<file path="config.mk">
export PLATFORM = sky130hd
export DESIGN_NAME = scc_rdback_dec
export DESIGN_NICKNAME = d
export VERILOG_FILES = /design/src/rtl/scc_rdback_pkg.sv /design/src/rtl/scc_wreg_file.sv /design/src/rtl/scc_opt_decode.sv /design/src/rtl/scc_rd_mux.sv /design/src/rtl/scc_rdback_dec.sv
export SDC_FILE = /design/constraint.sdc
export NUM_CORES = 1
export LEC_CHECK = 0
export CAP_MARGIN = 0
export CORE_MARGIN = 2
export CORE_UTILIZATION = 57
export CTS_CLUSTER_SIZE = 12
export DETAILED_ROUTE_END_ITERATION = 8
export PLACE_DENSITY = 0.95
export SLEW_MARGIN = 10
export SYNTH_ARGS = -nofsm -noshare
export SYNTH_HDL_FRONTEND = slang
export SYNTH_HIERARCHICAL = 1
export SYNTH_SLANG_ARGS = --single-unit
</file>
<file path="constraint.sdc">
create_clock -name clk_i -period 5.3 [get_ports clk_i]
set_clock_uncertainty 0.05 [all_clocks]
set_input_delay 1.59 -clock clk_i [delete_from_list [all_inputs] [get_ports clk_i]]
set_output_delay 1.59 -clock clk_i [all_outputs]
set_load 0.05 [all_outputs]
</file>
<file path="src/rtl/scc_rdback_pkg.sv">
package scc_rdback_pkg;

  localparam int WR7_IDX  = 7;
  localparam int WR15_IDX = 15;
  localparam int AUX_BIT  = 0;
  localparam int FIFO_BIT = 2;
  localparam int EXT_BIT  = 6;
  localparam int NALIAS   = 5;

  typedef struct packed {
    logic aux_en;
    logic fifo_en;
    logic ext_rd;
  } opt_t;

  // read index that shows an aliased write register
  function automatic int alias_rr(input int k);
    case (k)
      0:       return 9;
      1:       return 4;
      2:       return 5;
      3:       return 14;
      default: return 11;
    endcase
  endfunction

  // source write register; WR7_IDX stands for the auxiliary WR7-prime
  function automatic int alias_src(input int k);
    case (k)
      0:       return 3;
      1:       return 4;
      2:       return 5;
      3:       return WR7_IDX;
      default: return 10;
    endcase
  endfunction

endpackage

</file>
<file path="src/rtl/scc_wreg_file.sv">
module scc_wreg_file
  import scc_rdback_pkg::*;
#(
  parameter int DW = 8,
  parameter int AW = 4
) (
  input  logic          clk_i,
  input  logic          rst_ni,
  input  logic          wr_en_i,
  input  logic [AW-1:0] wr_idx_i,
  input  logic [DW-1:0] wr_data_i,
  output logic [DW-1:0] wregs_o [1<<AW],
  output logic [DW-1:0] wr7p_o
);
  localparam int NREG = 1 << AW;

  logic aux_en;
  assign aux_en = wregs_o[WR15_IDX][AUX_BIT];

  for (genvar i = 0; i < NREG; i++) begin : g_reg
    logic hit;
    if (i == WR7_IDX) begin : g_redir
      assign hit = wr_en_i && (wr_idx_i == AW'(i)) && !aux_en;
    end else begin : g_plain
      assign hit = wr_en_i && (wr_idx_i == AW'(i));
    end
    always_ff @(posedge clk_i or negedge rst_ni) begin
      if (!rst_ni)  wregs_o[i] <= '0;
      else if (hit) wregs_o[i] <= wr_data_i;
    end
  end

  always_ff @(posedge clk_i or negedge rst_ni) begin
    if (!rst_ni)
      wr7p_o <= '0;
    else if (wr_en_i && (wr_idx_i == AW'(WR7_IDX)) && aux_en)
      wr7p_o <= wr_data_i;
  end

endmodule

</file>
<file path="src/rtl/scc_opt_decode.sv">
module scc_opt_decode
  import scc_rdback_pkg::*;
(
  input  logic aux_bit_i,
  input  logic fifo_bit_i,
  input  logic ext_bit_i,
  output opt_t opt_o
);
  always_comb begin
    opt_o.aux_en  = aux_bit_i;
    opt_o.fifo_en = fifo_bit_i;
    // extended readback lives behind the auxiliary register gate
    opt_o.ext_rd  = aux_bit_i && ext_bit_i;
  end
endmodule

</file>
<file path="src/rtl/scc_rd_mux.sv">
module scc_rd_mux
  import scc_rdback_pkg::*;
#(
  parameter int DW = 8,
  parameter int AW = 4
) (
  input  logic          ext_rd_i,
  input  logic [AW-1:0] idx_i,
  input  logic [DW-1:0] wregs_i  [1<<AW],
  input  logic [DW-1:0] wr7p_i,
  input  logic [DW-1:0] native_i [1<<AW],
  output logic [DW-1:0] data_o
);
  logic [NALIAS-1:0] hit;
  logic [DW-1:0]     src [NALIAS];

  for (genvar k = 0; k < NALIAS; k++) begin : g_alias
    localparam int RR  = alias_rr(k);
    localparam int SRC = alias_src(k);
    assign hit[k] = ext_rd_i && (idx_i == AW'(RR));
    if (SRC == WR7_IDX) begin : g_aux
      assign src[k] = wr7p_i;
    end else begin : g_wr
      assign src[k] = wregs_i[SRC];
    end
  end

  always_comb begin
    data_o = native_i[idx_i];
    for (int k = 0; k < NALIAS; k++)
      if (hit[k]) data_o = src[k];
  end
endmodule

</file>
<file path="src/rtl/scc_rdback_dec.sv">
module scc_rdback_dec
  import scc_rdback_pkg::*;
#(
  parameter int DW = 8,
  parameter int AW = 4
) (
  input  logic                      clk_i,
  input  logic                      rst_ni,
  input  logic                      wr_en_i,
  input  logic [AW-1:0]             wr_idx_i,
  input  logic [DW-1:0]             wr_data_i,
  input  logic                      rd_stb_i,
  input  logic [AW-1:0]             rd_idx_i,
  input  logic [DW*(1<<AW)-1:0]     rr_native_i,
  output logic [DW-1:0]             rd_data_o,
  output logic                      aux_en_o,
  output logic                      fifo_en_o,
  output logic                      ext_rd_o
);
  localparam int NREG = 1 << AW;

  logic [DW-1:0] wregs  [NREG];
  logic [DW-1:0] native [NREG];
  logic [DW-1:0] wr7p;
  logic [DW-1:0] rd_next;
  opt_t          opt;

  for (genvar i = 0; i < NREG; i++) begin : g_nat
    assign native[i] = rr_native_i[i*DW +: DW];
  end

  scc_wreg_file #(.DW(DW), .AW(AW)) u_wregs (
    .clk_i     (clk_i),
    .rst_ni    (rst_ni),
    .wr_en_i   (wr_en_i),
    .wr_idx_i  (wr_idx_i),
    .wr_data_i (wr_data_i),
    .wregs_o   (wregs),
    .wr7p_o    (wr7p)
  );

  scc_opt_decode u_opt (
    .aux_bit_i  (wregs[WR15_IDX][AUX_BIT]),
    .fifo_bit_i (wregs[WR15_IDX][FIFO_BIT]),
    .ext_bit_i  (wr7p[EXT_BIT]),
    .opt_o      (opt)
  );

  scc_rd_mux #(.DW(DW), .AW(AW)) u_mux (
    .ext_rd_i (opt.ext_rd),
    .idx_i    (rd_idx_i),
    .wregs_i  (wregs),
    .wr7p_i   (wr7p),
    .native_i (native),
    .data_o   (rd_next)
  );

  always_ff @(posedge clk_i or negedge rst_ni) begin
    if (!rst_ni)       rd_data_o <= '0;
    else if (rd_stb_i) rd_data_o <= rd_next;
  end

  assign aux_en_o  = opt.aux_en;
  assign fifo_en_o = opt.fifo_en;
  assign ext_rd_o  = opt.ext_rd;

endmodule

</file>
# After elaboration in Yosys (flattened, before gate mapping)
# Cells that the tools add are included.
totals:
  word_cells: 41
  ff_bits: 51
  output_inout_bits: 11
classes:
  n_eq_ne: 11
  bitwise: 1
  n_mux: 8
  n_reduce_logical: 13
  n_lt_le_gt_ge: 1
op_table:
  columns: ["operator", "n"]
  rows:
  - ["2-to-1 mux 8 bit", 7]
  - ["binary-select mux 8 bit (select 4 bit)", 1]
  - ["equality test 4 x 3 -> 1 bit (second input constant)", 5]
  - ["equality test 4 bit (second input constant)", 5]
  - ["logical AND 1 bit", 13]
  - ["greater-or-equal comparator 5 bit (second input constant)", 1]
  - ["NOT 4 -> 5 bit", 1]
  - ["equality test 4 x 2 -> 1 bit (second input constant)", 1]

# Depth between registers and ports, before layout
logic_depth:
  word_depth: 9
  mapped_depth: 9
  depth_no_buf: 7

# Modules after synthesis
# The synthesis kept the hierarchy.
modules_own_cells:
  columns: ["mod", "area_per_inst_um2", "cells_each", "seq_area_each_um2", "n_inst"]
  rows:
  - ["scc_wreg_file", 5238.8, 312, 3403.3, 1]
  - ["scc_rd_mux", 1691.6, 197, 0.0, 1]
  - ["scc_rdback_dec", 331.6, 17, 200.2, 1]
  - ["scc_opt_decode", 21.3, 3, 0.0, 1]

# Least setup slack after synthesis
# OpenSTA, ideal clock, no wires.
synth_path:
  path_kind: "input to register"
  from: "input rd_idx_i[3]"
  to: "register rd_data_o[0]"
  path_slack_ns: 2.005
  required_ns: 5.125
  arrival_time_ns: 3.120
  path_buffers: 2
  stages: 8
  path_cell_list: "buf_4 buf_2 mux2i_1 o22ai_1 nor4_1 a221oi_1 a221o_1 mux2_4"
synth_via:
  elab_chain_len: 9
  elab_cells_between_ends: 19
synth_lines:
  columns: ["element", "line", "rtl"]
  rows:
  - ["start, declared", "scc_rdback_dec.sv:13", "input logic [AW-1:0] rd_idx_i,"]
  - ["NOT 4 -> 5 bit (implied by the code)", "scc_rd_mux.sv:29", "data_o = native_i[idx_i];"]
  - ["binary-select mux 8 bit (select 4 bit)", "scc_rd_mux.sv:29", null]
  - ["2-to-1 mux 8 bit (implied by the code) (2 in series)", "scc_rd_mux.sv:29", null]
  - ["2-to-1 mux 8 bit (4 in series)", "scc_rd_mux.sv:31", "if (hit[k]) data_o = src[k];"]
  - ["2-to-1 mux 8 bit (*)", "scc_rd_mux.sv:31", null]
  - ["via rd_next[0]", "scc_rdback_dec.sv:25", "logic [DW-1:0] rd_next;"]
  - ["end signal, assigned", "scc_rdback_dec.sv:60", "else if (rd_stb_i) rd_data_o <= rd_next;"]
  - ["end, declared", "scc_rdback_dec.sv:15", "output logic [DW-1:0] rd_data_o,"]
# The timed path passes the listed nets; every way through them passes the cells marked *. The select of a mux whose other input is x is not followed.
# A chain may end at the register's enable or synchronous reset.

# Final worst setup path
layout_path:
  from: "input rd_idx_i[2]"
  to: "register rd_data_o[0]"
# Same word-level chain as after synthesis.

==> run summary <==
The final setup TNS came out at 0 ns. The area of the die is 7220 sq um. The die is 85.0 um tall. Of the total power, registers draw 42.9%. Global routing used 33.6% of the available tracks. The HPWL reported at the end of detailed placement came out at 9180 um.

The deepest clock path buffer count came out at 2. The first-pass detailed-route iteration total is 7. The critical path buffer and inverter count is 1. The number of antenna violations at the first check in global routing came to 0. The quantity of hold-fixing buffers added after cts is 0. In this run the worst setup path begins at rd_idx_i[2]. The worst-case headroom to the max-slew limit is 26.7%. The net count after synthesis is 473. The I/O pin count came out at 159. The number of buffers inserted to repair setup after CTS came out at 0. The peak per-stage delay on the critical path came out at 0.83 ns. At the pin with the least slew margin, the transition time is 1.10 ns. The average cell area after synthesis is 11.5 sq um. The number of placed instances, taps included, is 527. The standard cell core area is 6350 sq um. The clock sink count is 50. The number of nets in the layout came out at 605.

STA puts the critical path data required time at 5.50 ns. The post-route cell area came out at 5250 sq um. The flow ran to the end, and the final reports show no timing, DRC or antenna violations. The clock transition at the registers of the reported paths came out at 0.09 ns. The CTS H-tree depth came out at 2. Walking the worst path, the cells encountered are clkdlybuf4s50_1, nand4bb_1, o22ai_1, nor4_1, a221oi_1, a221o_1, mux2_4. Setup repair after global routing left no endpoint under its margin. In this run the register-to-register setup slack is 2.77 ns. The most critical setup path has its endpoint at rd_data_o[0].

The number of antenna repair diodes is 0. Global routing finished with a remaining overflow of 0. The routed design has 11900 um of wire. The wire length of the first global-routing pass came out at 18800 um. The endpoint identified for the worst register-to-register timing path is rd_data_o[4].

The clock buffer count from CTS is 5. The post-synthesis instance total is 325. The chip width is 85.0 um. The number of max-slew violations in the final report came out at 0. The class of the most critical hold timing path is reg -> reg. The number of global-route vias before repair is 3698.

Yosys printed 6 warnings. The startpoint identified for the worst register-to-register timing path is u_wregs/wregs_o[0]. Net switching is 30.3% of the power.

The static leakage came out at 2.22 nW. The area growth from synthesis to layout is 40.4%. The final worst-path cycle share came out at 75.9%. Entering global routing, the biggest net connects 51 pins. Dividing the detail-routed via count by the number of cells gives 6.33. CTS placed an instance of sky130_fd_sc_hd__clkbuf_8 at the clock tree root. After detailed placement, the total cell area comes to 5140 sq um.

The clock network accounts for 21.2% of the total power. After floorplanning, the core was divided into 29 placement rows. The shortest period the worst path allows is 4.02 ns. The proportion of layout cells with a drive suffix above 1 is 17.0%.

The switching power came out at 375 uW. In this design, the largest share of critical-path delay is due to compound AO/OA/AOI/OAI gates. The peak clock frequency supported by timing came out at 249 MHz. The post-cts repair resize count is 0. After filler insertion, the fill cell instance count of the layout stands at 366. The proportion of power drawn by combinational gates came out at 36.0%. The number of nets still failing antenna checks after routing came out at 0. The final number of hold-violating endpoints is 0. The effective utilization at floorplan is 58.8%.

The clock insertion delay at the later pin of the skew report came out at 0.30 ns. The slowest cell on the critical path is sky130_fd_sc_hd__clkdlybuf4s50_1. The routability congestion estimate from global placement came out at 0.924.

The critical path endpoint category is a flip-flop. The arrival time at the worst endpoint is 4.22 ns. After synthesis the cells add up to 3740 sq um. The routed length per placed instance is 22.3 um. The DRC violations left came out at 0. The routed via count came out at 3386. TritonCTS built the clock tree.

The port buffer count is 158. The number of DRC markers after the initial detailed-route iteration is 266. The path type of the worst setup path is in -> reg. In this run the number of cells on the critical path is 7.

The power per cell area came out at 236 nW/um^2. The count of endpoints failing setup in the final report came out at 0. The worst setup path is launched from an input port. The cell depth of the worst flop-to-flop path came out at 7. The multi-input combinational cells in the finished layout cover a total of 2210 sq um. The top fanout value on the critical path is 18.

The internal power came out at 862 uW. The peak supply drop is 254 uV. The sequential standard cell area came out at 1250 sq um. The number of cells in the finished layout apart from fillers came out at 535.

The reported max-cap violation count is 0.
==> how the worst min path moves through the flow <==
stage | cells after the start | to | slack (ns) | startpoint
floorplan | 1 | u_wregs/wregs_o[96] | 0.41 | u_wregs/wregs_o[96]
global placement | 1 | u_wregs/wregs_o[96] | 0.43 | u_wregs/wregs_o[96]
detailed placement | 1 | u_wregs/wregs_o[83] | 0.45 | u_wregs/wregs_o[83]
CTS | 1 | u_wregs/wregs_o[83] | 0.47 | u_wregs/wregs_o[83]
global route | 1 | u_wregs/wr7p_o[5] | 0.49 | u_wregs/wr7p_o[5]
finish | 1 | u_wregs/wregs_o[83] | 0.48 | u_wregs/wregs_o[83]
==> registers in the layout (all words and copies together), names as in the netlist <==
register	cells
rd_data_o	8
u_wregs/wregs_o	34
u_wregs/wr7p_o	8
==> per-layer routing <==
layer / up-vias / part of all wire (%) / GRT usage (%)
li1: 1498 / - / -
met1: 1635 / 36 / 38.3
met2: 211 / 53 / 62.4
met5: - / 0 / 0
met4: 0 / 3.9 / 11.4
met3: 42 / 7.4 / 6.81
==> through the flow <==
step                power [mW]  hold slack [ns]  utilization, %  worst slack, ns
finish                    1.24            0.475            82.6             1.28
detailed placement       0.973            0.449            80.9             1.08
global route              1.29            0.494            82.6             1.11
floorplan                0.775            0.408               -             2.00
CTS                       1.24            0.470            82.6             1.35
global placement         0.951            0.430            80.9             1.21
==> cells in the final DEF (no fill, tap or decap), types with 2 or more instances in the layout <==
master / n
sky130_fd_sc_hd__nor3b_2: 2
sky130_fd_sc_hd__mux4_1: 10
sky130_fd_sc_hd__buf_2: 3
sky130_fd_sc_hd__a2bb2oi_1: 7
sky130_fd_sc_hd__buf_4: 2
sky130_fd_sc_hd__nand3b_4: 2
sky130_fd_sc_hd__or3b_1: 2
sky130_fd_sc_hd__mux2_2: 39
sky130_fd_sc_hd__clkbuf_1: 2
sky130_fd_sc_hd__nor4_1: 7
sky130_fd_sc_hd__clkbuf_8: 5
sky130_fd_sc_hd__nand3_1: 10
sky130_fd_sc_hd__nor2b_1: 5
sky130_fd_sc_hd__clkdlybuf4s50_1: 155
sky130_fd_sc_hd__mux2_1: 3
sky130_fd_sc_hd__dfrtp_1: 50
sky130_fd_sc_hd__a221oi_1: 7
sky130_fd_sc_hd__mux2i_1: 45
sky130_fd_sc_hd__nand2b_1: 3
sky130_fd_sc_hd__o22ai_1: 21
sky130_fd_sc_hd__mux2_4: 8
sky130_fd_sc_hd__nor2_1: 17
sky130_fd_sc_hd__a221o_1: 7
sky130_fd_sc_hd__nor2_2: 5
sky130_fd_sc_hd__nand2_1: 16
sky130_fd_sc_hd__and2b_2: 6
sky130_fd_sc_hd__or3_1: 2
==> layout make-up <==
class | count | area share, %
well taps | 77 | 1.84
flip-flops and latches | 50 | 23.8
repair buffers | 160 | 30.1
clock inverters | 1 | 0.572
clock buffers | 7 | 1.45
multi-input cells | 240 | 42.1
==> worst reg2reg max path: stages (launching register included) <==
cell and delay (ns):
sky130_fd_sc_hd__dfrtp_1 0.43, sky130_fd_sc_hd__and2_1 0.24, sky130_fd_sc_hd__nand4bb_1 0.53, sky130_fd_sc_hd__o22ai_1 0.21, sky130_fd_sc_hd__nor4_1 0.27, sky130_fd_sc_hd__a221oi_1 0.16
sky130_fd_sc_hd__a221o_1 0.28, sky130_fd_sc_hd__mux2_4 0.25
==> power groups by stage <==
stage	logic, mW	registers (mW)	clock network (mW)
6_report	0.445	0.530	0.262
5_1_grt	0.471	0.537	0.279
4_1_cts	0.444	0.527	0.265
3_5_place_dp	0.440	0.533	0
3_3_place_gp	0.423	0.528	0
2_1_floorplan	0.227	0.548	0
(Power assumes the default switching activity.)
